**src/rtl/synth_pkg.sv**
```systemverilog
package synth_pkg;

  typedef struct packed {
    logic accStep;
    logic shapeStep;
    logic romStep;
    logic outValid;
  } synthStb_t;

  // Signed coefficient of the k-th delayed residual for an order-N
  // (1 - z^-1)^N error-feedback loop: +C(N,k) for odd k, -C(N,k) for even k.
  function automatic int shaperCoef(input int order, input int k);
    int c;
    c = 1;
    for (int j = 0; j < k; j++) begin
      c = c * (order - j) / (j + 1);
    end
    return ((k % 2) == 1) ? c : -c;
  endfunction

endpackage

```
**src/rtl/synth_ctrl.sv**
```systemverilog
module synth_ctrl
  import synth_pkg::*;
(
  input  logic      clk,
  input  logic      rst,
  input  logic      enable,
  output synthStb_t stb
);

  logic stage1Q;
  logic stage2Q;
  logic stage3Q;

  always_ff @(posedge clk) begin
    if (rst) begin
      stage1Q <= 1'b0;
      stage2Q <= 1'b0;
      stage3Q <= 1'b0;
    end else begin
      stage1Q <= enable;
      stage2Q <= stage1Q;
      stage3Q <= stage2Q;
    end
  end

  always_comb begin
    stb.accStep   = enable;
    stb.shapeStep = stage1Q;
    stb.romStep   = stage2Q;
    stb.outValid  = stage3Q;
  end

endmodule

```
**src/rtl/synth_noise_shaper.sv**
```systemverilog
module synth_noise_shaper
  import synth_pkg::*;
#(
  parameter int IN_W  = 12,
  parameter int OUT_W = 8,
  parameter int ORDER = 4
) (
  input  logic             clk,
  input  logic             rst,
  input  logic             step,
  input  logic [IN_W-1:0]  phaseIn,
  output logic [OUT_W-1:0] addrOut
);

  localparam int RES_W = IN_W - OUT_W;

  logic [RES_W-1:0] errHist [ORDER];
  logic [IN_W-1:0]  sumWord;
  int               fbSum;

  always_comb begin
    fbSum = 0;
    for (int k = 0; k < ORDER; k++) begin
      fbSum = fbSum + shaperCoef(ORDER, k + 1) * int'(errHist[k]);
    end
    sumWord = phaseIn + IN_W'(fbSum);
  end

  always_ff @(posedge clk) begin
    if (rst) begin
      addrOut <= '0;
      for (int k = 0; k < ORDER; k++) begin
        errHist[k] <= '0;
      end
    end else if (step) begin
      addrOut    <= sumWord[IN_W-1 -: OUT_W];
      errHist[0] <= sumWord[RES_W-1:0];
      for (int k = 1; k < ORDER; k++) begin
        errHist[k] <= errHist[k-1];
      end
    end
  end

endmodule

```
**src/rtl/synth_sine_rom.sv**
```systemverilog
module synth_sine_rom #(
  parameter int ADDR_W = 8,
  parameter int AMP_W  = 12
) (
  input  logic [ADDR_W-1:0]       addr,
  output logic signed [AMP_W-1:0] amp
);

  localparam int QTR_W     = ADDR_W - 2;
  localparam int QTR_DEPTH = 1 << QTR_W;
  localparam int AMP_MAX   = (1 << (AMP_W - 1)) - 1;
  localparam longint PI_Q30 = 64'sd3373259426;

  // sin(pi*(2i+1)/(4*QTR_DEPTH)) * AMP_MAX, by a fixed-point Taylor series
  function automatic int quarterAmp(input int i);
    longint x;
    longint term;
    longint sum;
    longint t;
    x    = (PI_Q30 * longint'(2 * i + 1)) / longint'(4 * QTR_DEPTH);
    term = x;
    sum  = x;
    for (int k = 1; k <= 7; k++) begin
      t    = (term * x) >>> 30;
      t    = (t * x) >>> 30;
      term = -(t / longint'((2 * k) * (2 * k + 1)));
      sum  = sum + term;
    end
    return int'((sum * longint'(AMP_MAX) + (64'sd1 <<< 29)) >>> 30);
  endfunction

  logic [AMP_W-2:0] qTab [QTR_DEPTH];

  for (genvar i = 0; i < QTR_DEPTH; i++) begin : g_qtab
    assign qTab[i] = (AMP_W-1)'(quarterAmp(i));
  end

  logic [1:0]              quadrant;
  logic [QTR_W-1:0]        qIdx;
  logic signed [AMP_W-1:0] magExt;

  always_comb begin
    quadrant = addr[ADDR_W-1 -: 2];
    qIdx     = quadrant[0] ? ~addr[QTR_W-1:0] : addr[QTR_W-1:0];
    magExt   = {1'b0, qTab[qIdx]};
    amp      = quadrant[1] ? -magExt : magExt;
  end

endmodule

```
**src/rtl/synth_datapath.sv**
```systemverilog
module synth_datapath
  import synth_pkg::*;
#(
  parameter int ACC_W   = 16,
  parameter int TRUNC_W = 12,
  parameter int ADDR_W  = 8,
  parameter int AMP_W   = 12,
  parameter int ORDER   = 4
) (
  input  logic             clk,
  input  logic             rst,
  input  synthStb_t        stb,
  input  logic [ACC_W-1:0] tuneWord,
  output logic [AMP_W-1:0] sampleOut
);

  localparam int CUT_W = ACC_W - TRUNC_W;

  logic [ACC_W-1:0]        phaseAcc;
  logic [ADDR_W-1:0]       romAddr;
  logic signed [AMP_W-1:0] romAmp;
  logic                    unusedLsbs;

  always_ff @(posedge clk) begin
    if (rst) begin
      phaseAcc <= '0;
    end else if (stb.accStep) begin
      phaseAcc <= phaseAcc + tuneWord;
    end
  end

  assign unusedLsbs = ^phaseAcc[CUT_W-1:0];

  synth_noise_shaper #(
    .IN_W (TRUNC_W),
    .OUT_W(ADDR_W),
    .ORDER(ORDER)
  ) shaper_i (
    .clk    (clk),
    .rst    (rst),
    .step   (stb.shapeStep),
    .phaseIn(phaseAcc[ACC_W-1 -: TRUNC_W]),
    .addrOut(romAddr)
  );

  synth_sine_rom #(
    .ADDR_W(ADDR_W),
    .AMP_W (AMP_W)
  ) rom_i (
    .addr(romAddr),
    .amp (romAmp)
  );

  always_ff @(posedge clk) begin
    if (rst) begin
      sampleOut <= '0;
    end else if (stb.romStep) begin
      sampleOut <= romAmp;
    end
  end

endmodule

```
**src/rtl/shaped_phase_synth.sv**
```systemverilog
module shaped_phase_synth
  import synth_pkg::*;
#(
  parameter int ACC_W   = 16,
  parameter int TRUNC_W = 12,
  parameter int ADDR_W  = 8,
  parameter int AMP_W   = 12,
  parameter int ORDER   = 4
) (
  input  logic             clk,
  input  logic             rst,
  input  logic             enable,
  input  logic [ACC_W-1:0] tuneWord,
  output logic [AMP_W-1:0] sampleOut,
  output logic             sampleValid
);

  synthStb_t stb;

  synth_ctrl ctrl_i (
    .clk   (clk),
    .rst   (rst),
    .enable(enable),
    .stb   (stb)
  );

  synth_datapath #(
    .ACC_W  (ACC_W),
    .TRUNC_W(TRUNC_W),
    .ADDR_W (ADDR_W),
    .AMP_W  (AMP_W),
    .ORDER  (ORDER)
  ) dp_i (
    .clk      (clk),
    .rst      (rst),
    .stb      (stb),
    .tuneWord (tuneWord),
    .sampleOut(sampleOut)
  );

  assign sampleValid = stb.outValid;

endmodule

```
**config.mk**
```make
export PLATFORM = sky130hd
export DESIGN_NAME = shaped_phase_synth
export DESIGN_NICKNAME = d
export VERILOG_FILES = /design/src/rtl/synth_pkg.sv /design/src/rtl/synth_ctrl.sv /design/src/rtl/synth_noise_shaper.sv /design/src/rtl/synth_sine_rom.sv /design/src/rtl/synth_datapath.sv /design/src/rtl/shaped_phase_synth.sv
export SDC_FILE = /design/constraint.sdc
export NUM_CORES = 1
export LEC_CHECK = 0
export ABC_AREA = 1
export BUFFER_PORTS_ARGS = -buffer_cell sky130_fd_sc_hd__buf_2
export CORE_MARGIN = 8
export CORE_UTILIZATION = 55
export CTS_BUF_LIST = sky130_fd_sc_hd__clkbuf_8
export CTS_CLUSTER_DIAMETER = 80
export DETAILED_ROUTE_END_ITERATION = 16
export GPL_TIMING_DRIVEN = 0
export PLACE_DENSITY = 0.73
export SLEW_MARGIN = 40
export SYNTH_ARGS = -nofsm -noshare
export SYNTH_HDL_FRONTEND = slang
export SYNTH_SLANG_ARGS = --single-unit
```
**constraint.sdc**
```tcl
create_clock -name clk -period 7.6 [get_ports clk]
set_input_delay 0 -clock clk [delete_from_list [all_inputs] [get_ports clk]]
set_output_delay 0 -clock clk [all_outputs]
set_load 0.03 [all_outputs]
```
==> results.txt, run 1 <==
----------------------------------------------------
[Logic synthesis]
  Multiplexer area fraction after synthesis ... 0%
  Number of warnings issued by yosys ... 0
  Number of synthesized flops with an enable pin ... 16
  Net count of the mapped netlist ... approximately 820
  Share of Yosys cell area claimed by the top area cell type ... 15.2%
  Flip-flop cell with the highest count after synthesis ... dfxtp_1
  Flip-flop and latch count after synthesis ... 55
  Mapped cell area ... between 5000 and 6000 µm²
  Post-Syn Instances ... 728
  Cell with the most instances after synthesis ... nand2_1
  Yosys cell types ... ~40
  Mapped Avg Cell Area ... 7.04 µm²
  Part of the Yosys area used for sequential elements ... around 25%
  Complex-gate fraction of the synthesized area ... 11.8%
  Share of the synthesized netlist area taken by xor and xnor gates ... under 10%
  Biggest area consumer among synthesized cells ... dfxtp_1
  Most frequent cells after synthesis ... nand2_1, inv_1, nand3_1, nor2_1, ha_1
  Fraction of synthesis flops using an asynchronous set or reset pin ... 0%
  Synthesized-area fraction occupied by and/or/nand/nor cells ... about 28%
  Dominant combinational cell family by area after synthesis ... simple AND/OR/NAND/NOR gates
  Post-synthesis share of cell area spent on full adders, half adders and majority gates ... 19.3%
  Top post-synthesis cells by area ... dfxtp_1, ha_1, nand2_1

[Detailed routing]
  Count of TritonRoute iterations in the first routing pass ... 5
  Total Wirelength ... roughly 12000 µm
  DRT antenna net count ... 0
  Detailed-route DRC error count ... 0
  Post-detailed-route via-to-cell ratio ... 5.30
  DRC marker count from the first detailed-route iteration ... between 200 and 300
  Average wire length per cell after detail routing ... 14.2 µm
  Via count ... roughly 4600

[Timing]
  Achievable frequency ... 0.220 GHz
  Period utilisation layout ... 59.9%
  Slew of the pin with the lowest slew margin ... about 0.77 ns
  Setup Total Neg Slack ... 0 ns
  Maximum clock skew at final layout ... 0.00998 ns
  Worst slew margin relative to its limit ... 48.4%
  Worst-case hold slack ... 0.0269 ns
  Final slew viol count ... 0
  Final period demand of the worst path ... 4.55 ns
  # setup viols final ... 0
  Unrepaired setup endpoints after global routing ... false
  Final Hold Viols ... 0

[Clock network]
  Worst skew pair latency ... 0.32 ns
  Clock tree from TritonCTS ... done
  H-tree level count ... 2
  Post-CTS clock slew at the launch and capture registers of the worst setup and hold paths ... 0.11 ns
  Inserted Clock Buffers ... 5
  Setup bufs post-CTS ... 0
  Root buf cell ... clkbuf_8
  CTS Sinks ... 55
  # resized after CTS ... 0
  Number of buffers added to fix hold violations after cts ... 0
  Max clock buf depth ... 2

[Cells and area]
  Area grow syn2layout ... 7.65%
  Seq. cell area ... about 1300 µm²
  Fin util ... 60.2%
  Total number of nets in the final design ... 854
  Count of inserted antenna diode cells ... 0
  Number of inserted filler cells in the final layout ... ~910
  Multi-input gate area ... 3250 µm²
  Layout cells sized above 1 ... 12.3%
  Count of non-filler cells in the finished layout ... 877

[Placement]
  Cell count after placement ... 869
  Gpl congestion ... ~0.93
  Buffers on Ports ... 30
  Final HPWL from detailed placement ... about 10000 µm

[Floorplan]
  Num rows ... 35
  Count of boundary I/O pins ... 32
  Full die area ... 12700 µm²
  Initial standard-cell utilization of the core ... between 50% and 60%
  Area of the core ... between 9000 and 10000 µm²
  Vertical extent of the die ... 113 µm
  Die extent in x ... around 110 µm

[Worst setup path]
  Critical path fanouts, max ... 4
  Endpoint type of the worst setup path ... flip-flop
  Critical Path Start Type ... flip-flop
  Biggest cell delay along the critical path ... 0.40 ns
  CP cell instances ... inv_1 -> ha_1 -> ha_1 -> ha_1 -> inv_1 -> fa_1 -> inv_1 -> fa_1 -> inv_1 -> ha_1 -> inv_1 -> ha_1 -> ha_1 -> ha_1 -> a21oi_1 -> nand2_1 -> a21oi_1 -> o21ai_0 -> nand2_1 -> nand2_1 -> a21oi_1 -> xor2_1 -> o22ai_1
  Critical Path AT ... 4.73 ns
  CP dominant cell by count ... ha_1
  Worst EP required ... 7.78 ns
  Worst setup path category ... reg -> reg
  Critical-path top delay cell ... fa_1

[Global routing]
  Number of antenna violations at the first check in global routing ... 0
  Largest net degree at the start of global routing ... 22
  Total GRT Usage ... 19.8%
  Wire length of the first global-routing pass ... 20700 µm
  Via count of the first global-routing pass ... approximately 4500
  Total global routing overflow ... 0

[Power]
  Ratio of total power to cell area ... 417 nW/µm²
  Leak Pwr ... approximately 0.0029 µW
  Power after layout ... approximately 2300 µW
  Worst IR drop on VDD ... 0.138 mV

[Flow run]
  Number of maximum-capacitance violations ... 0

[Outcome]
  Run status ... completed

[Hold path]
  Class of the tightest hold or removal check ... in -> reg

----------------------------------------------------
[routing by layer]
metal  share of wire [%]  global-route usage (%)  vias to the layer above
met2                  50                    35.1                       98
met1                  44                    24.1                     2123
met5                   0                       0                        -
li1                    -                       -                     2404
met3                 3.6                    2.58                       19
met4                 2.5                    6.92                        0
[layout make-up]
cell class | instances | share of cell area, %
Buffer | 23 | 2.45
Clock buffer | 6 | 1.50
Clock inverter | 2 | 0.363
Inverter | 125 | 8.55
Multi-Input combinational cell | 525 | 59.0
Sequential cell | 55 | 22.9
Tap cell | 111 | 2.52
Timing Repair Buffer | 30 | 2.72
[logic make-up after synthesis]
family / count (synthesis)
buf+inv: 148
xor+xnor: 26
fa+ha+maj: 70
simple gates: 317
compound gates: 112
flops: 55
[metrics by stage]
| stage | instance area, µm² | setup slack [ns] |
|---|---|---|
| after CTS | 5510 | 3.04 |
| after floorplan | 5120 | 3.44 |
| final | 5510 | 3.05 |
| after global placement | 5410 | 3.14 |
| after global routing | 5510 | 2.69 |
| after detailed placement | 5410 | 3.10 |
[worst max-delay path: cells and delay by family (launching register included)]
kind            cells  cell delay, ns
buf+inv             5            0.41
compound gates      5            0.65
flops               1            0.38
simple gates        3            0.25
xor+xnor            1            0.15
fa+ha+maj           9            2.58
[sequential cells by signal, indices dropped and copies added, names as in the netlist]
register,flops
dp_i.sampleOut,12
ctrl_i.stage3Q,1
dp_i.phaseAcc,16
ctrl_i.stage2Q,1
ctrl_i.stage1Q,1
dp_i.shaper_i.addrOut,8
dp_i.shaper_i.errHist,16
[power breakdown]
group / switching [µW] / internal [µW]
Clock: 106 / 77.1
Combinational: 1140 / 597
Sequential: 35.7 / 341
[layout by cell type, fill, tap and decap left out, types with 2 or more instances in the layout]
| master | netlist | routed |
|---|---|---|
| dfxtp_1 | 39 | 39 |
| nor2_4 | 2 | 2 |
| xor2_1 | 14 | 14 |
| fa_1 | 15 | 15 |
| buf_6 | 5 | 5 |
| inv_1 | 117 | 117 |
| xnor2_1 | 9 | 9 |
| o21ai_1 | 8 | 8 |
| nor3_1 | 4 | 4 |
| nand2_4 | 5 | 5 |
| nand3_1 | 60 | 60 |
| o211ai_1 | 2 | 2 |
| clkbuf_8 | 0 | 6 |
| a21o_1 | 3 | 3 |
| a21oi_1 | 47 | 47 |
| o22ai_1 | 3 | 3 |
| nand2_1 | 157 | 157 |
| nand2_2 | 19 | 19 |
| edfxtp_1 | 16 | 16 |
| buf_2 | 6 | 36 |
| nand3_2 | 3 | 3 |
| inv_2 | 7 | 7 |
| ha_1 | 55 | 55 |
| o21ai_0 | 39 | 39 |
| a31oi_1 | 4 | 4 |
| clkbuf_1 | 10 | 10 |
| nor2_1 | 59 | 59 |
| nor2_2 | 2 | 2 |
| nand4_1 | 4 | 4 |
| xnor2_2 | 2 | 2 |
[path summary, 6_finish.rpt]
check / from / endpoint / slack [ns] / depth (start not counted)
worst max register to register: dp_i.shaper_i.errHist[0][5] / dp_i.shaper_i.addrOut[7] / 3.05 / 23
worst max-delay path: dp_i.shaper_i.errHist[0][5] / dp_i.shaper_i.addrOut[7] / 3.05 / 23
worst min-delay path: tuneWord[0] / dp_i.phaseAcc[0] / 0.03 / 4
worst min register to register: dp_i.sampleOut[1] / dp_i.sampleOut[1] / 0.47 / 2
No activity file was read; power rests on OpenSTA's default activity.
==> inputs of run 2 (changes only) <==
==> constraint.sdc (replaced) <==
create_clock -name clk -period 4.7 [get_ports clk]
set_input_delay 0 -clock clk [delete_from_list [all_inputs] [get_ports clk]]
set_output_delay 0 -clock clk [all_outputs]
set_load 0.03 [all_outputs]
==> run 2 against run 1 <==
  * Highest routed layer unchanged
  * Non-clock buffer count did not move
  * Hold slack improved by 0.0029 ns
  * Largest power group unchanged
  * Final cell count did not move
  * Clock skew fell by 0.0015 ns
  * Critical endpoint is now dp_i.shaper_i.addrOut[6]
==> results.txt, run 2 (same netlist as run 1, synthesis figures left out) <==
----------------------------------------------------
[Outcome]
  Run status ... completed

[Timing]
  Final slew viol count ... 0 (unchanged)
  Worst slew margin relative to its limit ... 48.8% (+0.44 points)
  Worst-case hold slack ... 0.0297 ns (+0.00286 ns)
  Maximum clock skew at final layout ... 0.00850 ns (-0.00148 ns)
  Slew of the pin with the lowest slew margin ... 0.767 ns (-0.00654 ns)
  Achievable frequency ... 0.226 GHz (+3.0%)
  Setup Total Neg Slack ... 0 ns (unchanged)
  Unrepaired setup endpoints after global routing ... false
  Final Hold Viols ... 0 (unchanged)
  # setup viols final ... 0 (unchanged)
  Final period demand of the worst path ... 4.42 ns (-0.133 ns)
  Period utilisation layout ... 94.0% (+34 points)

[Power]
  Leak Pwr ... 0.00291 µW (about the same)
  Cell-internal power ... 1690 µW (+66%)
  Ratio of total power to cell area ... 683 nW/µm² (+64%)
  Worst IR drop on VDD ... 0.251 mV (+82%)
  Net switching fraction of the power ... 55.5% (-0.32 points)
  Clock network fraction of design power ... 7.8% (-0.2 points)
  Power share of the sequential group ... 16.0% (-0.4 points)
  Combinational share of power ... 76.1% (+0.4 points)
  Net switching power ... 2110 µW (+64%)

[Detailed routing]
  DRC marker count from the first detailed-route iteration ... 265 (-0.38%)
  Count of TritonRoute iterations in the first routing pass ... 5 (unchanged)
  Detailed-route DRC error count ... 0 (unchanged)
  Post-detailed-route via-to-cell ratio ... 5.32 (+0.52%)
  DRT antenna net count ... 0 (unchanged)
  Total Wirelength ... 12600 µm (+1.4%)
  Average wire length per cell after detail routing ... 14.4 µm (+1.4%)
  Via count ... 4668 (+0.52%)

[Floorplan]
  Count of boundary I/O pins ... 32 (unchanged)
  Initial standard-cell utilization of the core ... 56.0% (unchanged)
  Full die area ... 12700 µm² (unchanged)
  Die extent in x ... 113 µm (unchanged)
  Area of the core ... 9150 µm² (unchanged)
  Vertical extent of the die ... 113 µm (unchanged)
  Num rows ... 35 (unchanged)

[Clock network]
  H-tree level count ... 2 (unchanged)
  Worst skew pair latency ... 0.31 ns (about the same)
  Setup bufs post-CTS ... 0 (unchanged)
  Clock tree from TritonCTS ... done
  # resized after CTS ... 0 (unchanged)
  Post-CTS clock slew at the launch and capture registers of the worst setup and hold paths ... 0.11 ns (about the same)
  Root buf cell ... clkbuf_8
  Number of buffers added to fix hold violations after cts ... 0 (unchanged)
  Inserted Clock Buffers ... 5 (unchanged)
  Max clock buf depth ... 2 (unchanged)
  CTS Sinks ... 55 (unchanged)

[Hold path]
  Class of the tightest hold or removal check ... in -> reg

[Worst setup path]
  Critical Path Start Type ... flip-flop
  Endpoint type of the worst setup path ... flip-flop
  Internal reg-to-reg setup slack ... 0.28 ns (-2.77 ns)
  Worst setup path category ... reg -> reg
  Critical path fanouts, max ... 5 (+1)
  Critical Path AT ... 4.60 ns (-0.13 ns)
  Worst EP required ... 4.88 ns (-2.90 ns)

[Cells and area]
  Largest registers ... dp_i.phaseAcc (16), dp_i.shaper_i.errHist (16), dp_i.sampleOut (12)
  Most common cell after layout, fill and taps aside ... nand2_1
  Total number of nets in the final design ... 854 (unchanged)
  Count of inserted antenna diode cells ... 0 (unchanged)
  Commonest non-fill, non-tap cells in the layout ... nand2_1, inv_1, nand3_1
  Layout cells sized above 1 ... 13.2% (+0.91 points)
  Area grow syn2layout ... 8.57%

[Placement]
  Gpl congestion ... 0.932 (unchanged)
  Buffers on Ports ... 30 (unchanged)
  Final HPWL from detailed placement ... 10000 µm (unchanged)

[Global routing]
  Wire length of the first global-routing pass ... 20700 µm (unchanged)
  Total global routing overflow ... 0 (unchanged)
  Number of antenna violations at the first check in global routing ... 0 (unchanged)
  Largest net degree at the start of global routing ... 22 (unchanged)
  Total GRT Usage ... 19.8% (unchanged)
  Via count of the first global-routing pass ... 4474 (unchanged)

[Flow run]
  Number of maximum-capacitance violations ... 0 (unchanged)

----------------------------------------------------
==> run 2: area by class of cell <==
cell class                 instances  area [µm²]
buffer                            23         135
clock buffer                       6        82.6
clock inverter                     2        20.0
fill                             897        3590
inverter                         125         472
multi-input combinational        525        3300
sequential                        55        1260
tap                              111         139
timing repair buffer              30         150
==> run 2: worst paths after layout <==
path,start,to,cells after the start
min reg2reg,dp_i.sampleOut[1],dp_i.sampleOut[1],2
max reg2reg,dp_i.shaper_i.errHist[0][5],dp_i.shaper_i.addrOut[6],24
min,tuneWord[0],dp_i.phaseAcc[0],4
max,dp_i.shaper_i.errHist[0][5],dp_i.shaper_i.addrOut[6],24
==> run 2: critical path: stages, from the launching register on <==
cell,delay [ns]
edfxtp_1,0.40
inv_2,0.11
ha_1,0.24
ha_1,0.29
ha_2,0.18
inv_1,0.05
fa_1,0.47
inv_1,0.05
fa_1,0.47
inv_1,0.06
fa_1,0.50
inv_1,0.07
ha_4,0.29
nand3_1,0.08
nand2_1,0.11
nand2_1,0.07
nand2_1,0.08
a21oi_1,0.07
or2_2,0.29
nand2_1,0.06
nand2_1,0.05
nand2_1,0.07
a21oi_1,0.05
o21ai_0,0.07
o21ai_0,0.10
==> run 2: stage by stage <==
stage	instance area [µm²]	setup slack (ns)	instances	utilization, %	total power, µW
after floorplan	5120	0.544	728	-	2810
after global placement	5410	0.236	869	59.1	3370
after detailed placement	5410	0.200	869	59.1	3400
after CTS	5510	0.142	877	60.2	3710
after global routing	5560	0.00945	877	60.8	4160
final	5560	0.282	877	60.8	3800
==> run 2: routing by layer <==
layer	part of all wire (%)	wire length, µm	vias to the layer above	GRT usage, %
li1	-	-	2401	-
met1	44	5570	2146	24.1
met2	50	6300	102	35.1
met3	3.7	464	19	2.58
met4	2.4	306	0	6.92
met5	0	0	-	0
==> run 2: power by group through the flow <==
stage | Clock (µW) | Combinational [µW] | Sequential, µW
CTS | 307 | 2800 | 609
global route | 321 | 3230 | 617
finish | 297 | 2890 | 609
floorplan | 0 | 2180 | 628
global placement | 0 | 2750 | 616
detailed placement | 0 | 2780 | 620
